===== config.mk =====
export PLATFORM = sky130hd
export DESIGN_NAME = cap_cmp_timer
export DESIGN_NICKNAME = d
export VERILOG_FILES = /design/src/rtl/tmr_pkg.sv /design/src/rtl/tmr_sync_edge.sv /design/src/rtl/tmr_prescaler.sv /design/src/rtl/tmr_counter.sv /design/src/rtl/tmr_out_stage.sv /design/src/rtl/cap_cmp_timer.sv
export SDC_FILE = /design/constraint.sdc
export NUM_CORES = 1
export LEC_CHECK = 0
export BUFFER_PORTS_ARGS = -buffer_cell sky130_fd_sc_hd__buf_2
export CORE_MARGIN = 5
export CORE_UTILIZATION = 28
export DETAILED_ROUTE_END_ITERATION = 10
export PLACE_DENSITY_LB_ADDON = 0.2
export SLEW_MARGIN = 20
export SYNTH_ARGS = -nofsm -noshare
export SYNTH_HDL_FRONTEND = slang
export SYNTH_SLANG_ARGS = --single-unit
export TNS_END_PERCENT = 5

===== constraint.sdc =====
create_clock -name clk_i -period 2.7 [get_ports clk_i]
set_input_delay 0.135 -clock clk_i [delete_from_list [all_inputs] [get_ports clk_i]]
set_output_delay 0.135 -clock clk_i [all_outputs]
set_load 0.03 [all_outputs]

===== src/rtl/tmr_pkg.sv =====
package tmr_pkg;
  localparam int A_CTRL  = 0;
  localparam int A_PRESC = 1;
  localparam int A_REF   = 2;
  localparam int A_CAP   = 3;
  localparam int A_CNT   = 4;
  localparam int A_STAT  = 5;

  localparam int B_RUN     = 0;
  localparam int B_EXT     = 1;
  localparam int B_EDGE    = 2;
  localparam int B_TOGGLE  = 4;
  localparam int B_OUT_EN  = 5;
  localparam int B_RESTART = 6;
  localparam int B_CAP_IE  = 7;
  localparam int B_REF_IE  = 8;
  localparam int CTRL_W    = 9;

  typedef enum logic [1:0] {
    EDGE_NONE = 2'd0,
    EDGE_RISE = 2'd1,
    EDGE_FALL = 2'd2,
    EDGE_BOTH = 2'd3
  } cap_edge_e;
endpackage


===== src/rtl/tmr_sync_edge.sv =====
module tmr_sync_edge #(
  parameter int STAGES = 2
) (
  input  logic clk_i,
  input  logic rst_ni,
  input  logic d_i,
  output logic lvl_o,
  output logic chg_o
);
  // sh[STAGES-1] is the synchronized level, sh[STAGES] its previous value
  logic [STAGES:0] sh_q;

  always_ff @(posedge clk_i or negedge rst_ni) begin
    if (!rst_ni) sh_q <= '0;
    else         sh_q <= {sh_q[STAGES-1:0], d_i};
  end

  assign lvl_o = sh_q[STAGES-1];
  assign chg_o = sh_q[STAGES] ^ sh_q[STAGES-1];
endmodule


===== src/rtl/tmr_prescaler.sv =====
module tmr_prescaler #(
  parameter int PW = 8
) (
  input  logic          clk_i,
  input  logic          rst_ni,
  input  logic          en_i,
  input  logic          clr_i,
  input  logic [PW-1:0] div_i,
  output logic          tick_o
);
  logic [PW-1:0] phase_q;

  // >= keeps the period bounded when div_i shrinks mid-count
  assign tick_o = en_i && !clr_i && (phase_q >= div_i);

  always_ff @(posedge clk_i or negedge rst_ni) begin
    if (!rst_ni)               phase_q <= '0;
    else if (clr_i || !en_i)   phase_q <= '0;
    else if (tick_o)           phase_q <= '0;
    else                       phase_q <= phase_q + 1'b1;
  end

  assert_tick_gap_R2: assert property (@(posedge clk_i) disable iff (!rst_ni)
    tick_o && (div_i != '0) |=> !tick_o || (div_i == '0));
endmodule


===== src/rtl/tmr_counter.sv =====
module tmr_counter #(
  parameter int CW = 16
) (
  input  logic          clk_i,
  input  logic          rst_ni,
  input  logic          inc_i,
  input  logic          load_i,
  input  logic [CW-1:0] load_val_i,
  input  logic [CW-1:0] ref_i,
  input  logic          restart_i,
  output logic [CW-1:0] cnt_o,
  output logic          hit_o
);
  logic [CW-1:0] cnt_q;

  assign hit_o = inc_i && !load_i && (cnt_q == ref_i);
  assign cnt_o = cnt_q;

  always_ff @(posedge clk_i or negedge rst_ni) begin
    if (!rst_ni)                   cnt_q <= '0;
    else if (load_i)               cnt_q <= load_val_i;
    else if (hit_o && restart_i)   cnt_q <= '0;
    else if (inc_i)                cnt_q <= cnt_q + 1'b1;
  end

  assert_count_step_R4: assert property (@(posedge clk_i) disable iff (!rst_ni)
    inc_i && !load_i && !(hit_o && restart_i) |=> cnt_q == $past(cnt_q) + CW'(1));
  assert_restart_zero_R7: assert property (@(posedge clk_i) disable iff (!rst_ni)
    hit_o && restart_i |=> cnt_q == '0);
  assert_count_hold_R2: assert property (@(posedge clk_i) disable iff (!rst_ni)
    !inc_i && !load_i |=> $stable(cnt_q));
  assert_load_R12: assert property (@(posedge clk_i) disable iff (!rst_ni)
    load_i |=> cnt_q == $past(load_val_i));
endmodule


===== src/rtl/tmr_out_stage.sv =====
module tmr_out_stage (
  input  logic clk_i,
  input  logic rst_ni,
  input  logic hit_i,
  input  logic toggle_i,
  input  logic reinit_i,
  output logic pin_o
);
  logic pin_q;

  always_ff @(posedge clk_i or negedge rst_ni) begin
    if (!rst_ni)       pin_q <= 1'b1;
    else if (reinit_i) pin_q <= 1'b1;
    else if (toggle_i) pin_q <= pin_q ^ hit_i;
    else               pin_q <= !hit_i;
  end

  assign pin_o = pin_q;

  assert_pulse_low_R8: assert property (@(posedge clk_i) disable iff (!rst_ni)
    hit_i && !toggle_i && !reinit_i |=> !pin_o);
  assert_pulse_release_R8: assert property (@(posedge clk_i) disable iff (!rst_ni)
    !hit_i && !toggle_i |=> pin_o);
  assert_toggle_flip_R9: assert property (@(posedge clk_i) disable iff (!rst_ni)
    hit_i && toggle_i && !reinit_i |=> pin_o != $past(pin_o));
  assert_toggle_hold_R9: assert property (@(posedge clk_i) disable iff (!rst_ni)
    !hit_i && toggle_i && !reinit_i |=> $stable(pin_o));
endmodule


===== src/rtl/cap_cmp_timer.sv =====
module cap_cmp_timer
  import tmr_pkg::*;
#(
  parameter int CW          = 16,
  parameter int PW          = 8,
  parameter int SYNC_STAGES = 2,
  parameter int AW          = 3
) (
  input  logic          clk_i,
  input  logic          rst_ni,
  input  logic          we_i,
  input  logic [AW-1:0] addr_i,
  input  logic [CW-1:0] wdata_i,
  output logic [CW-1:0] rdata_o,
  input  logic          cap_i,
  input  logic          evt_i,
  output logic          cmp_o,
  output logic          irq_o
);
  localparam int NSTAT = 2;

  logic [CTRL_W-1:0] ctrl_q;
  logic [PW-1:0]     presc_q;
  logic [CW-1:0]     ref_q, cap_q, cnt;
  logic [NSTAT-1:0]  stat_q, stat_clr;

  logic wr_ctrl, wr_presc, wr_ref, wr_cnt, wr_stat;
  assign wr_ctrl  = we_i && (addr_i == AW'(A_CTRL));
  assign wr_presc = we_i && (addr_i == AW'(A_PRESC));
  assign wr_ref   = we_i && (addr_i == AW'(A_REF));
  assign wr_cnt   = we_i && (addr_i == AW'(A_CNT));
  assign wr_stat  = we_i && (addr_i == AW'(A_STAT));

  logic run, ext_src, toggle, out_en, restart;
  cap_edge_e cap_edge;
  assign run      = ctrl_q[B_RUN];
  assign ext_src  = ctrl_q[B_EXT];
  assign toggle   = ctrl_q[B_TOGGLE];
  assign out_en   = ctrl_q[B_OUT_EN];
  assign restart  = ctrl_q[B_RESTART];
  assign cap_edge = cap_edge_e'(ctrl_q[B_EDGE +: 2]);

  // input conditioning
  logic cap_lvl, cap_chg, evt_lvl, evt_chg;

  tmr_sync_edge #(.STAGES(SYNC_STAGES)) u_cap_sync (
    .clk_i, .rst_ni, .d_i(cap_i), .lvl_o(cap_lvl), .chg_o(cap_chg)
  );
  tmr_sync_edge #(.STAGES(SYNC_STAGES)) u_evt_sync (
    .clk_i, .rst_ni, .d_i(evt_i), .lvl_o(evt_lvl), .chg_o(evt_chg)
  );

  logic cap_hit;
  always_comb begin
    unique case (cap_edge)
      EDGE_RISE: cap_hit = cap_chg && cap_lvl;
      EDGE_FALL: cap_hit = cap_chg && !cap_lvl;
      EDGE_BOTH: cap_hit = cap_chg;
      default:   cap_hit = 1'b0;
    endcase
  end

  // count source
  logic tick, inc, ref_hit;

  tmr_prescaler #(.PW(PW)) u_presc (
    .clk_i, .rst_ni,
    .en_i  (run && !ext_src),
    .clr_i (wr_cnt),
    .div_i (presc_q),
    .tick_o(tick)
  );

  assign inc = run && (ext_src ? (evt_chg && evt_lvl) : tick);

  tmr_counter #(.CW(CW)) u_cnt (
    .clk_i, .rst_ni,
    .inc_i     (inc),
    .load_i    (wr_cnt),
    .load_val_i(wdata_i),
    .ref_i     (ref_q),
    .restart_i (restart),
    .cnt_o     (cnt),
    .hit_o     (ref_hit)
  );

  logic pin;
  tmr_out_stage u_out (
    .clk_i, .rst_ni,
    .hit_i   (ref_hit),
    .toggle_i(toggle),
    .reinit_i(wr_ctrl),
    .pin_o   (pin)
  );

  assign cmp_o = out_en ? pin : 1'b1;

  // registers
  assign stat_clr = wr_stat ? wdata_i[NSTAT-1:0] : '0;

  always_ff @(posedge clk_i or negedge rst_ni) begin
    if (!rst_ni) begin
      ctrl_q  <= '0;
      presc_q <= '0;
      ref_q   <= '0;
      cap_q   <= '0;
      stat_q  <= '0;
    end else begin
      if (wr_ctrl)  ctrl_q  <= wdata_i[CTRL_W-1:0];
      if (wr_presc) presc_q <= wdata_i[PW-1:0];
      if (wr_ref)   ref_q   <= wdata_i;
      if (cap_hit)  cap_q   <= cnt;
      // event set wins over a same-cycle clear
      stat_q <= (stat_q & ~stat_clr) | {ref_hit, cap_hit};
    end
  end

  assign irq_o = (stat_q[0] && ctrl_q[B_CAP_IE]) || (stat_q[1] && ctrl_q[B_REF_IE]);

  always_comb begin
    rdata_o = '0;
    unique case (addr_i)
      AW'(A_CTRL):  rdata_o = CW'(ctrl_q);
      AW'(A_PRESC): rdata_o = CW'(presc_q);
      AW'(A_REF):   rdata_o = ref_q;
      AW'(A_CAP):   rdata_o = cap_q;
      AW'(A_CNT):   rdata_o = cnt;
      AW'(A_STAT):  rdata_o = CW'(stat_q);
      default:      rdata_o = '0;
    endcase
  end

  assert_cap_load_R5: assert property (@(posedge clk_i) disable iff (!rst_ni)
    cap_hit |=> cap_q == $past(cnt) && stat_q[0]);
  assert_ref_flag_R6: assert property (@(posedge clk_i) disable iff (!rst_ni)
    ref_hit |=> stat_q[1]);
  assert_stat_sticky_R10: assert property (@(posedge clk_i) disable iff (!rst_ni)
    !wr_stat |=> (stat_q & $past(stat_q)) == $past(stat_q));
  assert_pin_idle_R13: assert property (@(posedge clk_i) disable iff (!rst_ni)
    !out_en && !wr_ctrl |=> cmp_o);
endmodule


* Word-level counts from Yosys, hierarchy flattened *
Cells that the tools add are included.

cells by class
  $lt $le $gt $ge = 1
  equal/unequal tests = 9
  mux-type cells = 12
  add/subtract/negate cells = 2
  bitwise logic cells = 6
  reduce and logical (&&, ||, !) cells = 26

operators with widths
  operator                                       count
  one-hot mux 16 bit (6 select lines)            1
  2-to-1 mux 16 bit                              3
  logical AND 1 bit                              17
  adder 16 x 1 -> 16 bit, second input constant  1
  == test 16 bit                                 1
  2-to-1 mux 8 bit                               2
  adder 8 x 1 -> 8 bit, second input constant    1
  greater-or-equal comparator 8 bit              1
  == test 3 x 2 -> 1 bit, second input constant  2
  == test 3 bit, second input constant           2
  logical NOT 1 bit                              5
  == test 2 bit, second input constant           2
  2-to-1 mux 1 bit                               4
  == test 3 x 1 -> 1 bit, second input constant  1
  logical NOT 3 bit                              1
  one-hot mux 1 bit (3 select lines)             1
  nonzero test 3 bit                             1
  bitwise XOR 1 bit                              3
  bitwise AND 2 bit                              1
  == test 2 x 1 -> 1 bit, second input constant  1
  logical OR 1 bit                               2
  2-to-1 mux 2 bit                               1
  inverter 2 bit                                 1
  bitwise OR 2 bit                               1

storage, ports and cells
  output and inout port bits = 18
  input port bits = 24
  register bits = 82

* Longest topological paths before layout *
Gate-level depths: netlist (run 1).

  word-level depth = 12
  gate-level depth with buffers = 9

* Hierarchy *
From an unflattened synthesis (run 1), not the netlist that was laid out.

second synthesis, totals
  cell total of the unflattened synthesis = 439
  area total of the unflattened synthesis = 4827.1 um^2

by module, submodules not included
  module         area each (um^2)  times used  cells an instance
  cap_cmp_timer  2663.8            1           204
  tmr_counter    1373.8            1           162
  tmr_prescaler  561.8             1           60
  tmr_sync_edge  83.8              2           4
  tmr_out_stage  60.1              1           5

* Worst setup path before layout (run 1) *
OpenSTA, ideal clock, no wires.

  kind = register -> register
  start point = reg u_presc.phase_q[7]
  end point = reg u_cnt.cnt_q[15], in the netlist u_cnt.cnt_o[15]
  arrival = 1.892 ns
  buffers on the path = 1
  data required time = 2.570 ns
  setup slack = 0.678 ns
  cell stages (with the launch flop) = 9
  library setup time = 0.130 ns
  clock period less this slack = 2.022 ns
  cells stage by stage = dfrtp_1 ha_1 nand4_1 a211o_1 a31o_2 nand2_1 clkbuf_1 a2bb2oi_1 o21ai_0

between the ends
  cells in the longest elaborated chain, start to end = 9
  elaborated cells on any way between the ends = 10

RTL lines
  element                              line                 source
  from (decl)                          tmr_prescaler.sv:11  logic [PW-1:0] phase_q;
  from (signal assigned)               tmr_prescaler.sv:20  else phase_q <= phase_q + 1'b1;
  greater-or-equal comparator 8 bit *  tmr_prescaler.sv:14  assign tick_o = en_i && !clr_i && (phase_q >= div_i);
  logical AND 1 bit *                  tmr_prescaler.sv:14
  2-to-1 mux 1 bit *                   cap_cmp_timer.sv:74  assign inc = run && (ext_src ? (evt_chg && evt_lvl) : tick);
  logical AND 1 bit *                  cap_cmp_timer.sv:74
  logical AND 1 bit (2 in a row)       tmr_counter.sv:16    assign hit_o = inc_i && !load_i && (cnt_q == ref_i);
  logical AND 1 bit                    tmr_counter.sv:22    else if (hit_o && restart_i) cnt_q <= '0;
  2-to-1 mux 16 bit                    tmr_counter.sv:22
  2-to-1 mux 16 bit                    tmr_counter.sv:21    else if (load_i) cnt_q <= load_val_i;
  to (signal assigned)                 tmr_counter.sv:21
  to (signal assigned)                 tmr_counter.sv:23    else if (inc_i) cnt_q <= cnt_q + 1'b1;
  to (decl)                            tmr_counter.sv:14    logic [CW-1:0] cnt_q;

Mark *: on every way between the ends. The rest lies on a longest branch, timed or not.
A chain may end at the register's enable or synchronous reset.

* Final worst setup path (run 1) *
  start point = reg u_presc.phase_q[2]
  end point = reg u_cnt.cnt_q[13], in the netlist u_cnt.cnt_o[13]

The elaborated chain is that of the path after synthesis.

==> results of run 1 <==
## through the flow
step | hold slack, ps | utilization (%) | instance area, sq um | power [mW] | std cells
5_1_grt | 32.2 | 33.2 | 5320 | 4.80 | 712
4_1_cts | 21.5 | 33.2 | 5320 | 4.56 | 712
6_report | 32.5 | 33.2 | 5320 | 4.50 | 712
2_1_floorplan | -161 | - | 4600 | 2.95 | 454
3_5_place_dp | 237 | 31.2 | 4990 | 3.29 | 693
3_3_place_gp | 230 | 31.2 | 4990 | 3.24 | 693
## how the worst min path moves through the flow
| stage | depth (start not counted) | slack, ps | startpoint | endpoint |
|---|---|---|---|---|
| after floorplan | 0 | -160 | rst_ni | cap_q[0] |
| after global placement | 1 | 230 | rst_ni | ref_q[10] |
| after CTS | 3 | 20 | wdata_i[9] | u_cnt.cnt_o[9] |
| final | 3 | 30 | wdata_i[9] | u_cnt.cnt_o[9] |
| after detailed placement | 1 | 240 | rst_ni | cap_q[9] |
| after global routing | 3 | 30 | wdata_i[14] | u_cnt.cnt_o[14] |
## registers in the layout, indices dropped and copies added (netlist names)
register,cells
u_cap_sync.sh_q,3
ref_q,16
ctrl_q,9
u_evt_sync.sh_q,3
stat_q,2
u_cnt.cnt_o,16
u_presc.phase_q,8
presc_q,8
u_out.pin_o,1
cap_q,16
## worst reg2reg max path: stages, from the launching register on
cell	delay [ps]
dfrtp_1	430
ha_1	300
and3_1	180
o21ai_0	220
a31o_2	220
and3_1	500
a21oi_1	100
o221ai_1	210
## power breakdown
group	switching (mW)	leakage, nW	internal [mW]
clock	0.487	0.143	0.768
sequential	0.428	0.982	1.57
combinational	0.643	1.13	0.600
total	1.56	2.25	2.94
## routing by layer
layer,GRT usage (%),up-vias
met3,4.10,21
li1,-,1695
met4,5.20,0
met1,18.1,1705
met5,0,-
met2,20.3,59
## synth_stat cells (all sizes together) (2+ instances only)
master / instances / area, sq um
a211oi: 5 / 37.5
a21oi: 16 / 95.1
a22oi: 15 / 113
a2bb2oi: 2 / 17.5
a31oi: 6 / 37.5
a32oi: 9 / 78.8
and3: 5 / 32.5
buf: 14 / 101
clkbuf: 16 / 83.8
dfrtp: 81 / 2030
ha: 13 / 163
inv: 27 / 101
mux2: 39 / 439
mux2i: 9 / 90.1
nand2: 39 / 146
nand2b: 3 / 18.8
nand3: 16 / 80.1
nand4: 10 / 68.8
nor2: 26 / 97.6
nor2b: 7 / 43.8
nor3: 5 / 25.0
nor3b: 4 / 35.0
o21ai: 38 / 190
o221ai: 2 / 17.5
o22ai: 5 / 31.3
o311ai: 2 / 17.5
or3: 3 / 20.0
xnor2: 18 / 188
xor2: 7 / 61.3
## layout make-up
cell class	instances	area [sq um]	area share, %
Clock buffer	14	264	4.96
Clock inverter	2	37.5	0.706
Tap cell	216	270	5.08
Timing Repair Buffer	56	328	6.16
Inverter	27	101	1.91
Multi-Input combinational cell	315	2260	42.6
Sequential cell	82	2050	38.6
## cells by family after synthesis
kind of cell	Yosys count	share of synthesized area, %
flip-flops	82	44.7
XOR/XNOR	25	5.41
AO/OA/AOI/OAI	105	14.7
adder cells (fa/ha/maj)	13	3.54
buffers and inverters	57	6.23
multiplexers	49	12.0
AND/OR/NAND/NOR	123	13.4
==> impl_metrics.tcl, run 1 <==
set metrics [dict create \
    dp_slack_ps 476 \
    cts_hold_buf 3 \
    boundaryPins 42 \
    clk_pin_slew_ps 60 \
    cp.depth 7 \
    antenna_found_initial 0 \
    grt_pass1_wl_um 20400 \
    crit_path_cell_trace "ha_1 -> and3_1 -> o21ai_0 -> a31o_2 -> and3_1 -> a21oi_1 -> o221ai_1" \
    required_ps 2950 \
    diodes 0 \
    antenna_left 0 \
    hpwl_um 9180 \
    hp-class "in2reg" \
    reg2reg_to "u_cnt.cnt_o[13]" \
    viasPerCell 4.89 \
    drtIter0Drc 204 \
    status "finished clean" \
    critPathKind "reg2reg" \
    synth_ff_type "dfrtp_1" \
    r2r-start "u_presc.phase_q[2]" \
    static-leakage-power_nw 2.25 \
    fin_nets 528 \
    clock-sinks 82 \
    cts_repair_resize_count 0 \
    crit_family "compound AO/OA/AOI/OAI gates" \
    die_y_um 138 \
    setup_ws_ps 461 \
    start_util_pct 28.7 \
    routed-wl-met3_um 468 \
    slowest_delay_ps 500 \
    io_buffers 41 \
    ys_seq_area_share_pct 44.7 \
    insertion_delay_ps 350 \
    drive_gt1_share_pct 24.4 \
    wl_met2_um 5870 \
    fmax_mhz 447 \
    hold_violations 0 \
    syn_area_per_cell_sq_um 10.1 \
    crit_end "u_cnt.cnt_o[13]" \
    reg2reg_slack_ps 460 \
    path_buf_inv 0 \
    r2r_cells 7 \
    dieWidth_um 138 \
    htree_levels 3 \
    cts.path.max_buffers 2 \
    wire_per_inst_um 17.7 \
    final_common_cell "dfrtp_1" \
    dr.pass1.iters 4 \
    mostFrequentLayoutCells "81 x dfrtp_1, 40 x buf_2, 39 x nand2_1, 39 x mux2_2, 36 x o21ai_0" \
    post-cts-setup-buffers 0 \
    yosys_warnings 0 \
    drc 0 \
    pwr_density_cell_mw_per_mm2 847 \
    die_area_sq_mm 0.0191 \
    synthArstFlopShare_pct 100 \
    startpoint "u_presc.phase_q[2]" \
    core.rowCount 46 \
    vias 3480 \
    grt_pass1_vias 3539 \
    ctsRootBufferMaster "clkbuf_16" \
    finalSetupViolations 0 \
    rsz0062_at_grt "no" \
    cp_slowest_cell "and3_1" \
    synth_seq_cells 82 \
    relSlewSlack_pct 54.1 \
    finalWeightedCongestion 0.807 \
    area_growth_pct 15.6 \
    drv_cap 0 \
    top_layer_used "met4" \
    post-route-period-util_pct 82.9 \
    clock_skew_ps 9.02 \
    core_region_area_sq_mm 0.0160 \
    peakVddDrop_uv 362 \
    cp_max_fo 14 \
    crit_path_end_kind "flip-flop" \
    synth.distinct_cells 53 \
    fin_tns_setup_ps 0 \
    syn_inst 454 \
    syn-cell-area_sq_mm 0.00460 \
    track_usage_pct 13.4 \
    syn-num-nets 491 \
    final_max_slew_viol_count 0 \
    fill_cells 1722 \
    start_kind "flip-flop" \
    overflow 0 \
    worstMarginPinSlew_ps 689 \
    cp.arrival_ps 2490 \
    wl_met1_um 5890 \
    synth-edff-count 0 \
    crit_top_cell "and3_1" \
    cts_buffers 9 \
    final.min_clock_period_ps 2240 \
    cts_tree "done" \
    grt_max_degree 53 \
    totalWireLength_um 12600 \
]
No activity file was read; power rests on OpenSTA's default activity.
==> run 2: changes to the inputs <==
- clock period: 2.7 -> 2 ns (I/O delays scaled with it)
==> impl_metrics.tcl, run 2 (synthesized netlist as in run 1, its figures left out) <==
set metrics [dict create \
    static-leakage-power_nw 2.56 \
    dp.cells 739 \
    final_max_slew_viol_count 0 \
    start_util_pct 28.7 \
    hp-class "in2reg" \
    status "finished clean" \
    wire_per_inst_um 17.6 \
    start_kind "flip-flop" \
    track_usage_pct 14.0 \
    htree_levels 3 \
    dieWidth_um 138 \
    power_mw 6.65 \
    hold_violations 0 \
    io_buffers 41 \
    clock-sinks 82 \
    grt_pass1_vias 3831 \
    final.min_clock_period_ps 1990 \
    final_core_util_pct 37.3 \
    whs_ps 20.4 \
    cp_max_fo 8 \
    grt_max_degree 34 \
    die_y_um 138 \
    antenna_found_initial 0 \
    vias 3747 \
    clock_skew_ps 8.52 \
    grt_pass1_wl_um 21400 \
    cp.arrival_ps 2260 \
    insertion_delay_ps 340 \
    dp_slack_ps -208 \
    cts.path.max_buffers 2 \
    cts_buffers 9 \
    critPathKind "reg2reg" \
    peakVddDrop_uv 490 \
    mostFrequentLayoutCells "77 x dfrtp_1, 60 x buf_4, 40 x buf_2" \
    diodes 0 \
    core.rowCount 46 \
    cts_tree "done" \
    post-route-period-util_pct 99.5 \
    dr.pass1.iters 4 \
    drive_gt1_share_pct 38.0 \
    antenna_left 0 \
    final_cells 768 \
    finalSetupViolations 0 \
    setup_ws_ps 10.8 \
    viasPerCell 4.88 \
    final_common_cell "dfrtp_1" \
    drc 0 \
    overflow 0 \
    rsz0062_at_grt "yes" \
    clk_pin_slew_ps 60 \
    boundaryPins 42 \
    fin_nets 584 \
    ctsRootBufferMaster "clkbuf_16" \
    worstMarginPinSlew_ps 440 \
    core_region_area_sq_mm 0.0160 \
    area_growth_pct 29.9 \
    hpwl_um 9630 \
    fmax_mhz 503 \
    die_area_sq_mm 0.0191 \
    drtIter0Drc 171 \
    relSlewSlack_pct 70.7 \
    pwr_density_cell_mw_per_mm2 1110 \
    totalWireLength_um 13500 \
    required_ps 2270 \
    crit_path_end_kind "flip-flop" \
    drv_cap 0 \
    finalWeightedCongestion 0.814 \
]
==> run 2: layer usage <==
layer / GRT usage, % / vias to the layer above / share of wire, %
li1: - / 1814 / -
met1: 18.3 / 1848 / 45
met2: 22.9 / 68 / 49
met3: 3.55 / 17 / 4.1
met4: 4.42 / 0 / 1.7
met5: 0 / - / 0
==> run 2: area by class of cell <==
cell class	count	area, sq um
Fill cell	1682	10000
Multi-Input combinational cell	316	2460
Sequential cell	82	2060
Timing Repair Buffer	111	783
Tap cell	216	270
Clock buffer	12	246
Inverter	27	101
Clock inverter	4	51.3
==> run 2: path summary, 6_finish.rpt <==
| check | slack, ps | to | cells after the start | start |
|---|---|---|---|---|
| setup / recovery | 10 | u_presc.phase_q[1] | 6 | u_presc.phase_q[7] |
| hold / removal | 20 | u_cnt.cnt_o[9] | 3 | wdata_i[9] |
| setup reg to reg | 10 | u_presc.phase_q[1] | 6 | u_presc.phase_q[7] |
| hold reg to reg | 350 | u_cap_sync.sh_q[1] | 0 | u_cap_sync.sh_q[0] |
| max in group asynchronous | 1050 | u_presc.phase_q[7] | 3 | rst_ni |
| min in group asynchronous | 260 | ref_q[5] | 2 | rst_ni |
==> run 2: critical path, cell delays in order (launching register included) <==
cell and delay [ps]:
dfrtp_1 420, ha_4 260, buf_4 140, a211oi_2 200
nand3_1 130, or4_4 650, nor2_2 140
==> run 2: timing repair <==
item | CTS | global route
pin swaps | 3 | 25
setup endpoints to repair | 24 | 26
gates resized for setup | 7 | 48
gates cloned | 0 | 1
hold buffers | 7 | 0
buffers inserted | 0 | 5
endpoints found under the hold margin | 37 | 0
==> run 2: where the power goes <==
group / switching (mW) / leakage [nW] / internal, mW / total (mW)
combinational: 1.19 / 1.44 / 1.21 / 2.40
sequential: 0.438 / 0.978 / 2.14 / 2.57
clock: 0.678 / 0.143 / 1.00 / 1.68
==> run 2: stage by stage <==
stage / setup TNS [ps] / instance area, sq um
3_5_place_dp: -2800 / 5360
4_1_cts: -18.0 / 5740
2_1_floorplan: -1.81 / 4600
6_report: 0 / 5970
5_1_grt: -432 / 5970
3_3_place_gp: -1850 / 5360
